File: config.mk
export PLATFORM = sky130hd
export DESIGN_NAME = xact_seq
export DESIGN_NICKNAME = d
export VERILOG_FILES = /design/src/rtl/xact_seq_pkg.sv /design/src/rtl/xact_fmt.sv /design/src/rtl/xact_ctrl.sv /design/src/rtl/xact_seq.sv
export SDC_FILE = /design/constraint.sdc
export NUM_CORES = 1
export LEC_CHECK = 0
export BUFFER_PORTS_ARGS = -buffer_cell sky130_fd_sc_hd__clkbuf_2
export CAP_MARGIN = 15
export CORE_MARGIN = 10
export CORE_UTILIZATION = 30
export CTS_CLUSTER_SIZE = 28
export DETAILED_ROUTE_END_ITERATION = 12
export PLACE_DENSITY_LB_ADDON = 0.05
export REMOVE_ABC_BUFFERS = 1
export SYNTH_ARGS = -nofsm -noshare
export SYNTH_HDL_FRONTEND = slang
export SYNTH_SLANG_ARGS = --single-unit
File: constraint.sdc
create_clock -name clk -period 4.92 [get_ports clk]
set_input_delay 0.492 -clock clk [delete_from_list [all_inputs] [get_ports clk]]
set_output_delay 0.492 -clock clk [all_outputs]
set_load 0.01 [all_outputs]
File: src/rtl/xact_seq_pkg.sv
package xact_seq_pkg;
    typedef enum logic [2:0] {
        ST_ACK     = 3'd0,
        ST_BUSY    = 3'd1,
        ST_ERR_A   = 3'd2,
        ST_ERR_C   = 3'd3,
        ST_TIMEOUT = 3'd4,
        ST_CHKERR  = 3'd5
    } xstat_e;

    typedef enum logic [2:0] {
        S_IDLE, S_TX_GO, S_TX_WAIT, S_RX_GO, S_RX_WAIT, S_FIN
    } phase_e;

    localparam int CMD_BITS  = 28;
    localparam int POLL_BITS = 5;
    localparam logic [4:0] POLL_CODE = 5'b00010;
endpackage

File: src/rtl/xact_fmt.sv
module xact_fmt #(
    parameter int ADDR_W  = 23,
    parameter int DATA_W  = 32,
    parameter int FRAME_W = 64
) (
    input  logic               is_read,
    input  logic               is_poll,
    input  logic [ADDR_W-1:0]  addr,
    input  logic [DATA_W-1:0]  wdata,
    output logic [FRAME_W-1:0] frame,
    output logic [6:0]         frame_len,
    output logic [5:0]         resp_len
);
    import xact_seq_pkg::*;

    localparam int LOW_W = CMD_BITS - 6;

    logic [LOW_W-2:0]    merged;
    logic [LOW_W-1:0]    low_part;
    logic [CMD_BITS-1:0] cmd;

    always_comb begin
        merged   = {addr[20:8], 8'h00} | {11'd0, addr[7:0], 2'b00};
        low_part = {merged, 1'b0} | LOW_W'(3);
        cmd      = {addr[22:21], 1'b1, 2'b00, is_read, low_part};
        frame    = '0;
        if (is_poll) begin
            frame[FRAME_W-1 -: POLL_BITS] = POLL_CODE;
            frame_len = 7'(POLL_BITS);
        end else begin
            frame[FRAME_W-1 -: CMD_BITS] = cmd;
            if (!is_read) frame[FRAME_W-CMD_BITS-1 -: DATA_W] = wdata;
            frame_len = is_read ? 7'(CMD_BITS) : 7'(CMD_BITS + DATA_W);
        end
        resp_len = is_read ? 6'(DATA_W) : 6'd0;
    end
endmodule

File: src/rtl/xact_ctrl.sv
module xact_ctrl #(
    parameter int ADDR_W    = 23,
    parameter int DATA_W    = 32,
    parameter int MAX_POLLS = 512
) (
    input  logic              clk,
    input  logic              rst_n,
    input  logic              req_valid,
    output logic              req_ready,
    input  logic              req_read,
    input  logic [ADDR_W-1:0] req_addr,
    input  logic [DATA_W-1:0] req_wdata,
    output logic              tx_start,
    input  logic              tx_done,
    output logic              rx_start,
    input  logic              rx_done,
    input  logic [2:0]        rx_status,
    input  logic [DATA_W-1:0] rx_data,
    output logic              lat_read,
    output logic              lat_poll,
    output logic [ADDR_W-1:0] lat_addr,
    output logic [DATA_W-1:0] lat_wdata,
    output logic              rsp_done,
    output logic [2:0]        rsp_status,
    output logic [DATA_W-1:0] rsp_data
);
    import xact_seq_pkg::*;

    localparam int CNT_W = $clog2(MAX_POLLS + 1);

    typedef struct packed {
        phase_e            phase;
        logic              rd;
        logic              poll;
        logic [ADDR_W-1:0] addr;
        logic [DATA_W-1:0] wdata;
        logic [CNT_W-1:0]  polls;
        logic [2:0]        status;
        logic [DATA_W-1:0] data;
    } ctl_t;

    ctl_t st_d, st_q;

    always_comb begin
        st_d = st_q;
        unique case (st_q.phase)
            S_IDLE: if (req_valid) begin
                st_d.phase = S_TX_GO;
                st_d.rd    = req_read;
                st_d.addr  = req_addr;
                st_d.wdata = req_wdata;
                st_d.poll  = 1'b0;
                st_d.polls = '0;
            end
            S_TX_GO:   st_d.phase = S_TX_WAIT;
            S_TX_WAIT: if (tx_done) st_d.phase = S_RX_GO;
            S_RX_GO:   st_d.phase = S_RX_WAIT;
            S_RX_WAIT: if (rx_done) begin
                if (rx_status == ST_BUSY && st_q.polls < CNT_W'(MAX_POLLS)) begin
                    st_d.phase = S_TX_GO;
                    st_d.poll  = 1'b1;
                    st_d.polls = st_q.polls + 1'b1;
                end else begin
                    st_d.phase  = S_FIN;
                    st_d.status = rx_status;
                    st_d.data   = (st_q.rd && rx_status == ST_ACK) ? rx_data : '0;
                end
            end
            S_FIN:   st_d.phase = S_IDLE;
            default: st_d.phase = S_IDLE;
        endcase
    end

    always_ff @(posedge clk) begin
        if (!rst_n) begin
            st_q       <= '0;
            st_q.phase <= S_IDLE;
        end else begin
            st_q <= st_d;
        end
    end

    assign req_ready  = (st_q.phase == S_IDLE);
    assign tx_start   = (st_q.phase == S_TX_GO);
    assign rx_start   = (st_q.phase == S_RX_GO);
    assign rsp_done   = (st_q.phase == S_FIN);
    assign rsp_status = st_q.status;
    assign rsp_data   = st_q.data;
    assign lat_read   = st_q.rd;
    assign lat_poll   = st_q.poll;
    assign lat_addr   = st_q.addr;
    assign lat_wdata  = st_q.wdata;

    // accepting a request starts the command and closes the door
    a_r1_accept: assert property (@(posedge clk) disable iff (!rst_n)
        req_valid && req_ready |=> !req_ready && tx_start);
    // ready returns right after the done strobe
    a_r1_ready_after_done: assert property (@(posedge clk) disable iff (!rst_n)
        rsp_done |=> req_ready);
    // receiver is started only after the transmitter reported done
    a_r5_rx_after_tx: assert property (@(posedge clk) disable iff (!rst_n)
        rx_start |-> $past(tx_done));
    // poll counter never passes its limit
    a_r7_poll_bound: assert property (@(posedge clk) disable iff (!rst_n)
        st_q.polls <= CNT_W'(MAX_POLLS));
    // link faults end the transaction at once with the same code
    a_r8_fault_ends: assert property (@(posedge clk) disable iff (!rst_n)
        (st_q.phase == S_RX_WAIT) && rx_done &&
        (rx_status == ST_TIMEOUT || rx_status == ST_CHKERR)
        |=> rsp_done && rsp_status == $past(rx_status));
endmodule

File: src/rtl/xact_seq.sv
module xact_seq #(
    parameter int ADDR_W    = 23,
    parameter int DATA_W    = 32,
    parameter int FRAME_W   = 64,
    parameter int MAX_POLLS = 512
) (
    input  logic               clk,
    input  logic               rst_n,
    input  logic               req_valid,
    output logic               req_ready,
    input  logic               req_read,
    input  logic [ADDR_W-1:0]  req_addr,
    input  logic [DATA_W-1:0]  req_wdata,
    output logic               tx_start,
    output logic [FRAME_W-1:0] tx_frame,
    output logic [6:0]         tx_len,
    input  logic               tx_done,
    output logic               rx_start,
    output logic [5:0]         rx_len,
    input  logic               rx_done,
    input  logic [2:0]         rx_status,
    input  logic [DATA_W-1:0]  rx_data,
    output logic               rsp_done,
    output logic [2:0]         rsp_status,
    output logic               rsp_err,
    output logic [DATA_W-1:0]  rsp_data
);
    logic              lat_read, lat_poll;
    logic [ADDR_W-1:0] lat_addr;
    logic [DATA_W-1:0] lat_wdata;

    xact_ctrl #(.ADDR_W(ADDR_W), .DATA_W(DATA_W), .MAX_POLLS(MAX_POLLS)) u_ctrl (
        .clk(clk), .rst_n(rst_n),
        .req_valid(req_valid), .req_ready(req_ready), .req_read(req_read),
        .req_addr(req_addr), .req_wdata(req_wdata),
        .tx_start(tx_start), .tx_done(tx_done),
        .rx_start(rx_start), .rx_done(rx_done), .rx_status(rx_status), .rx_data(rx_data),
        .lat_read(lat_read), .lat_poll(lat_poll), .lat_addr(lat_addr), .lat_wdata(lat_wdata),
        .rsp_done(rsp_done), .rsp_status(rsp_status), .rsp_data(rsp_data)
    );

    xact_fmt #(.ADDR_W(ADDR_W), .DATA_W(DATA_W), .FRAME_W(FRAME_W)) u_fmt (
        .is_read(lat_read), .is_poll(lat_poll), .addr(lat_addr), .wdata(lat_wdata),
        .frame(tx_frame), .frame_len(tx_len), .resp_len(rx_len)
    );

    assign rsp_err = rsp_done && (rsp_status != 3'd0);

    // every short frame carries the poll code
    a_r6_poll_frame: assert property (@(posedge clk) disable iff (!rst_n)
        tx_start && tx_len == 7'd5 |-> tx_frame[FRAME_W-1 -: 5] == 5'b00010);
    // error flag tracks the final status
    a_r10_err_flag: assert property (@(posedge clk) disable iff (!rst_n)
        rsp_done && rsp_status != 3'd0 |-> rsp_err);
endmodule

[After elaboration in Yosys (flattened, before gate mapping)]
Cells that the tools add are included.
Storage, ports and cells
  bits in registers: 105
  input port bits: 96
  word-level logic and storage cells: 52
Operators by class
  $add $sub $neg: 1
  $lt $le $gt $ge: 1
  equality and inequality tests: 10
  multiplexer cells: 19
  bitwise logic cells: 2
  reductions and logical operators: 11
Operator list (number)
  70-bit two-way mux: 1
  32-bit two-way mux: 2
  55-bit two-way mux: 1
  45-bit two-way mux: 1
  35-bit two-way mux: 1
  21-bit by 10-bit bitwise OR with 21-bit output: 1
  10-bit case mux with 2 select lines: 1
  3-bit case mux with 5 select lines: 1
  6-bit two-way mux: 2
  10-bit by 1-bit adder with 10-bit output, second input constant: 1
  10-bit < comparator, second input constant: 1
  10-bit two-way mux: 1
  3-bit two-way mux: 3
  7-bit two-way mux: 1
  3-bit by 1-bit == test with 1-bit output, second input constant: 2
  3-bit by 2-bit == test with 1-bit output, second input constant: 2
  3-bit == test, second input constant: 2
  3-bit zero test: 2
  2-bit inequality test, second input constant: 3
  3-bit AND reduction: 2
  5-bit two-way mux: 1
  4-bit AND reduction: 1
  1-bit logical AND: 3
  3-bit nonzero test: 1
  6 further kinds: 7

[Longest topological paths before layout]
  depth in word-level cells: 6
  mapped depth: 7
  depth with buffers taken out: 5

[Cells and area by module]
A second synthesis with hierarchy kept.
Unflattened totals
  cell total of the unflattened synthesis: 669
  area, all modules: 5425.2 µm²
Modules (own cells, without submodules)
  xact_ctrl: instances 1, cells each 579, area each 4626.9 µm², sequential area each 2102.0 µm²
  xact_fmt: instances 1, cells each 89, area each 789.5 µm², sequential area each 0.0 µm²
  xact_seq: instances 1, cells each 1, area each 8.8 µm², sequential area each 0.0 µm²

[Worst setup path after synthesis]
Ideal clock, no wire load.
  kind: input to register
  start: in rx_status[1]
  end: reg u_ctrl.st_q[44] (netlist bit)
  library setup time: 65 ps
  arrival time: 1716 ps
  data required time: 4855 ps
  path slack: 3139 ps
  cell stages on the path: 5
  cell sequence: or4b_4 -> buf_2 -> nor4_4 -> a32oi_1 -> nor2_1
On the way
  longest elaborated chain between the ends: 4
Ends and longest elaborated chain
  from (decl): RTL line xact_seq.sv:21  | input logic [2:0] rx_status,
  3-bit by 1-bit == test with 1-bit output: RTL line xact_ctrl.sv:59  | if (rx_status == ST_BUSY && st_q.polls < CNT_W'(MAX_POLLS)) begin
  1-bit logical AND: RTL line xact_ctrl.sv:59
  2-bit by 1-bit inequality test with 1-bit output (no line)
  4-bit AND reduction (no line)
  to (signal assigned): RTL line xact_ctrl.sv:79  | st_q <= st_d;
  to (decl): RTL line xact_ctrl.sv:42  | ctl_t st_d, st_q;
Every way passes these cells.
A chain may end at the register's enable or synchronous reset.

[Final worst setup path]
  start: reg u_ctrl.st_q, in the netlist u_ctrl.lat_poll
  end: out tx_frame[29]
On the way
  longest elaborated chain between the ends: 1
Ends and longest elaborated chain
  55-bit two-way mux: RTL line xact_fmt.sv:27  | if (is_poll) begin
  to (decl): RTL line xact_seq.sv:15  | output logic [FRAME_W-1:0] tx_frame,
Every way passes these cells.

==> impl_results.md <==
* Status: complete, no violations
* FF-to-FF End: u_ctrl.st_q[43]
* Crit path to: tx_frame[29]
* Fill count at 1716
* Pre-CTS setup slack at 2.32 ns
* Boundary pin count at 213
* # nets final at 838
* Vias in the first global route at 4336
* Period minus WS final at 2.50 ns
* Routed Antenna Nets at 0
* Top cell type's share of synthesized area at 44.0%
* Max VDD drop at 0.166 mV
* Core area at 15800 um2
* Root Buffer: clkbuf_16
* Post-layout util at 37.1%
* FP Rows at 46
* Hold_buf cts at 0
* Worst Reg-to-Reg Cells at 4
* Largest cells by area after synthesis: dfxtp_1 (44%), nand2_1 (12%), a21oi_1 (10%)
* CP max-delay cell: dfxtp_1
* Bufs and invs on worst path at 2
* Crit path max fanout at 33
* Crit path from: u_ctrl.lat_poll
* Yosys cell types at 41
* Slew Viols, Final at 0
* Ys Warns at 0
* Port-buffer cells at 198
* Pin count of the biggest net entering global routing at 59
* Cell type with the largest total area after synthesis: dfxtp_1
* Worst setup path class: reg -> out
* Postcts setup bufs at 0
* P_leak at 0.00261 uW
* Seq/Total Area, Yosys at 44.0%
* Worst-path clk slew at 0.07 ns
* Final WS setup at 2.42 ns
* Number of cells on the critical path at 4
* Routed WL at 14.7 mm
* Initial Util at 30.3%
* Vias/cell at 4.55
* Class of the worst hold path: in -> reg
* 1st-iter DRT viols at 195
* CP Capture Type: output port
* Mapped cell area at 4780 um2
* Hpwl dp at 10.5 mm
* Max-cap violations at 0
* Critical Path Max Stage Delay at 0.96 ns
* Antenna diodes at 0
* FMAX at 0.400 GHz
* Ys async rst share at 0%
* Reg-to-reg setup timing slack at 2.64 ns
* CTS Buf Count at 9
* H-tree depth at 3
* RSZ-0062 raised after global routing: no
* Routability cong. at 0.733
* Min Hold Slack at 0.360 ns
* RR Startpoint: u_ctrl.st_q[44]
* Seq cells post-synth at 105
* Antenna violations before repair at 0
* Clock Tree Buf Depth at 2
* Vias at 4373
* Delay-heaviest family, CP: flip-flops
* CTS tree: built
* All-Layer GR Usage at 13.4%
* Layout cell share with drive strength beyond 1 at 30.6%
* Pwr Density at 324 nW/um2
* Post-synth EDFFs at 0
* Min-delay src: req_wdata[23]
* Final setup viols at 0
* Worst skew pair latency at 0.35 ns
* Worst Tran Pin Value at 0.971 ns
* Avg Cell Area, Syn at 7.77 um2
* Die width at 146 um
* DRC at 0
* Vert. Die Dim at 146 um
* Worst Skew at 0.00554 ns
* Number of gates resized after cts at 0
* Cells after Synth at 615
* Max transition margin at 35.2%
* WP data required at 4.43 ns
* Highest-count cells in the layout ignoring fill and taps: clkbuf_2 (198), nand2_1 (151), dfxtp_1 (105)
* Area Growth Syn to Fin at 22.4%
* # clock sinks at 105
* Fin crit share at 50.8%
* Die Area at 21400 um2
* Routed len/inst at 15.3 um
* First-pass GRT wire length at 23.5 mm
* Commonest non-fill, non-tap cell in the layout: clkbuf_2
* Worst Path Arrival at 2.01 ns
* Top_reg_cell synth: dfxtp_1
* Startpoint Class: register
* CP cell instances: nor2_1, buf_4, and2_1, clkbuf_2
* DR pass1 iterations at 4
* Final hold violation count at 0
* GRT overflow at 0
## cell families (layout without fill, tap and decap cells)
kind of cell | after synthesis | in the layout | synth area share (%)
other | 2 | 14 | 0.157
multiplexers | 4 | 4 | 0.864
AO/OA/AOI/OAI | 114 | 114 | 12.7
AND/OR/NAND/NOR | 282 | 282 | 28.6
XOR/XNOR | 1 | 1 | 0.183
buffers and inverters | 106 | 224 | 13.3
adder cells (fa/ha/maj) | 1 | 1 | 0.262
flip-flops | 105 | 105 | 44.0
## flip-flops by register name, indices dropped and copies added (netlist names)
name / cells
u_ctrl.lat_addr: 23
u_ctrl.lat_poll: 1
u_ctrl.lat_read: 1
u_ctrl.lat_wdata: 32
u_ctrl.rsp_data: 32
u_ctrl.rsp_status: 3
u_ctrl.st_q: 13
## synthesized netlist by cell type (2+ instances only)
cell type  instances
nand2_1          152
dfxtp_1          105
a21oi_1           98
buf_4             59
and2_1            33
nand4_1           33
clkbuf_1          32
nor2b_1           21
nor2_1            18
buf_2             12
nand3_1            6
nor3_1             6
inv_1              3
mux2i_1            3
o21ai_1            3
a211oi_1           2
and3_1             2
conb_1             2
nor3b_1            2
nor4b_1            2
## layer usage
layer / up-vias / track usage (%) / share of wire [%]
met2: 169 / 20.4 / 44
met3: 15 / 4.42 / 7.3
met5: - / 0 / 0
met4: 0 / 5.01 / 1.6
met1: 1969 / 17.2 / 47
li1: 2220 / - / -
## final cells by class
class                           count  area, um2  share of cell area, %
Clock buffer                       12        267                   4.55
Tap cell                          216        270                   4.62
Sequential cell                   105       2100                   35.9
Clock inverter                      3       15.0                  0.257
Timing Repair Buffer              206       1080                   18.5
Multi-Input combinational cell    416       2100                   36.0
Inverter                            3       11.3                  0.192
## power by group
part / leakage [uW] / switching (uW) / internal [uW]
logic: 0.00161 / 172 / 116
clock network: 0.000144 / 317 / 380
registers: 0.000855 / 21.8 / 890
total: 0.00261 / 510 / 1390
## worst register-to-register path, stage by stage, from the launching register on
cell      delay, ns
dfxtp_1        0.33
or4b_4         0.77
nor2_1         0.69
a21oi_1        0.14
a211oi_1       0.26
## how the worst min path moves through the flow
stage                           end  cells after the start
5_1_grt         u_ctrl.lat_addr[17]                      3
4_1_cts        u_ctrl.lat_wdata[23]                      3
3_5_place_dp   u_ctrl.lat_wdata[10]                      2
2_1_floorplan   u_ctrl.lat_wdata[0]                      2
6_report       u_ctrl.lat_wdata[23]                      3
3_3_place_gp    u_ctrl.lat_addr[17]                      2
## per-stage QoR
stage / TNS, ns / total power (uW) / instance area [um2] / instances
2_1_floorplan: -18.81 / 1090 / 4200 / 524
3_3_place_gp: 0 / 1220 / 5520 / 943
3_5_place_dp: 0 / 1220 / 5550 / 945
4_1_cts: 0 / 1930 / 5830 / 960
5_1_grt: 0 / 2010 / 5850 / 961
6_report: 0 / 1900 / 5850 / 961
Note: power is estimated with default switching activity, not from simulation.
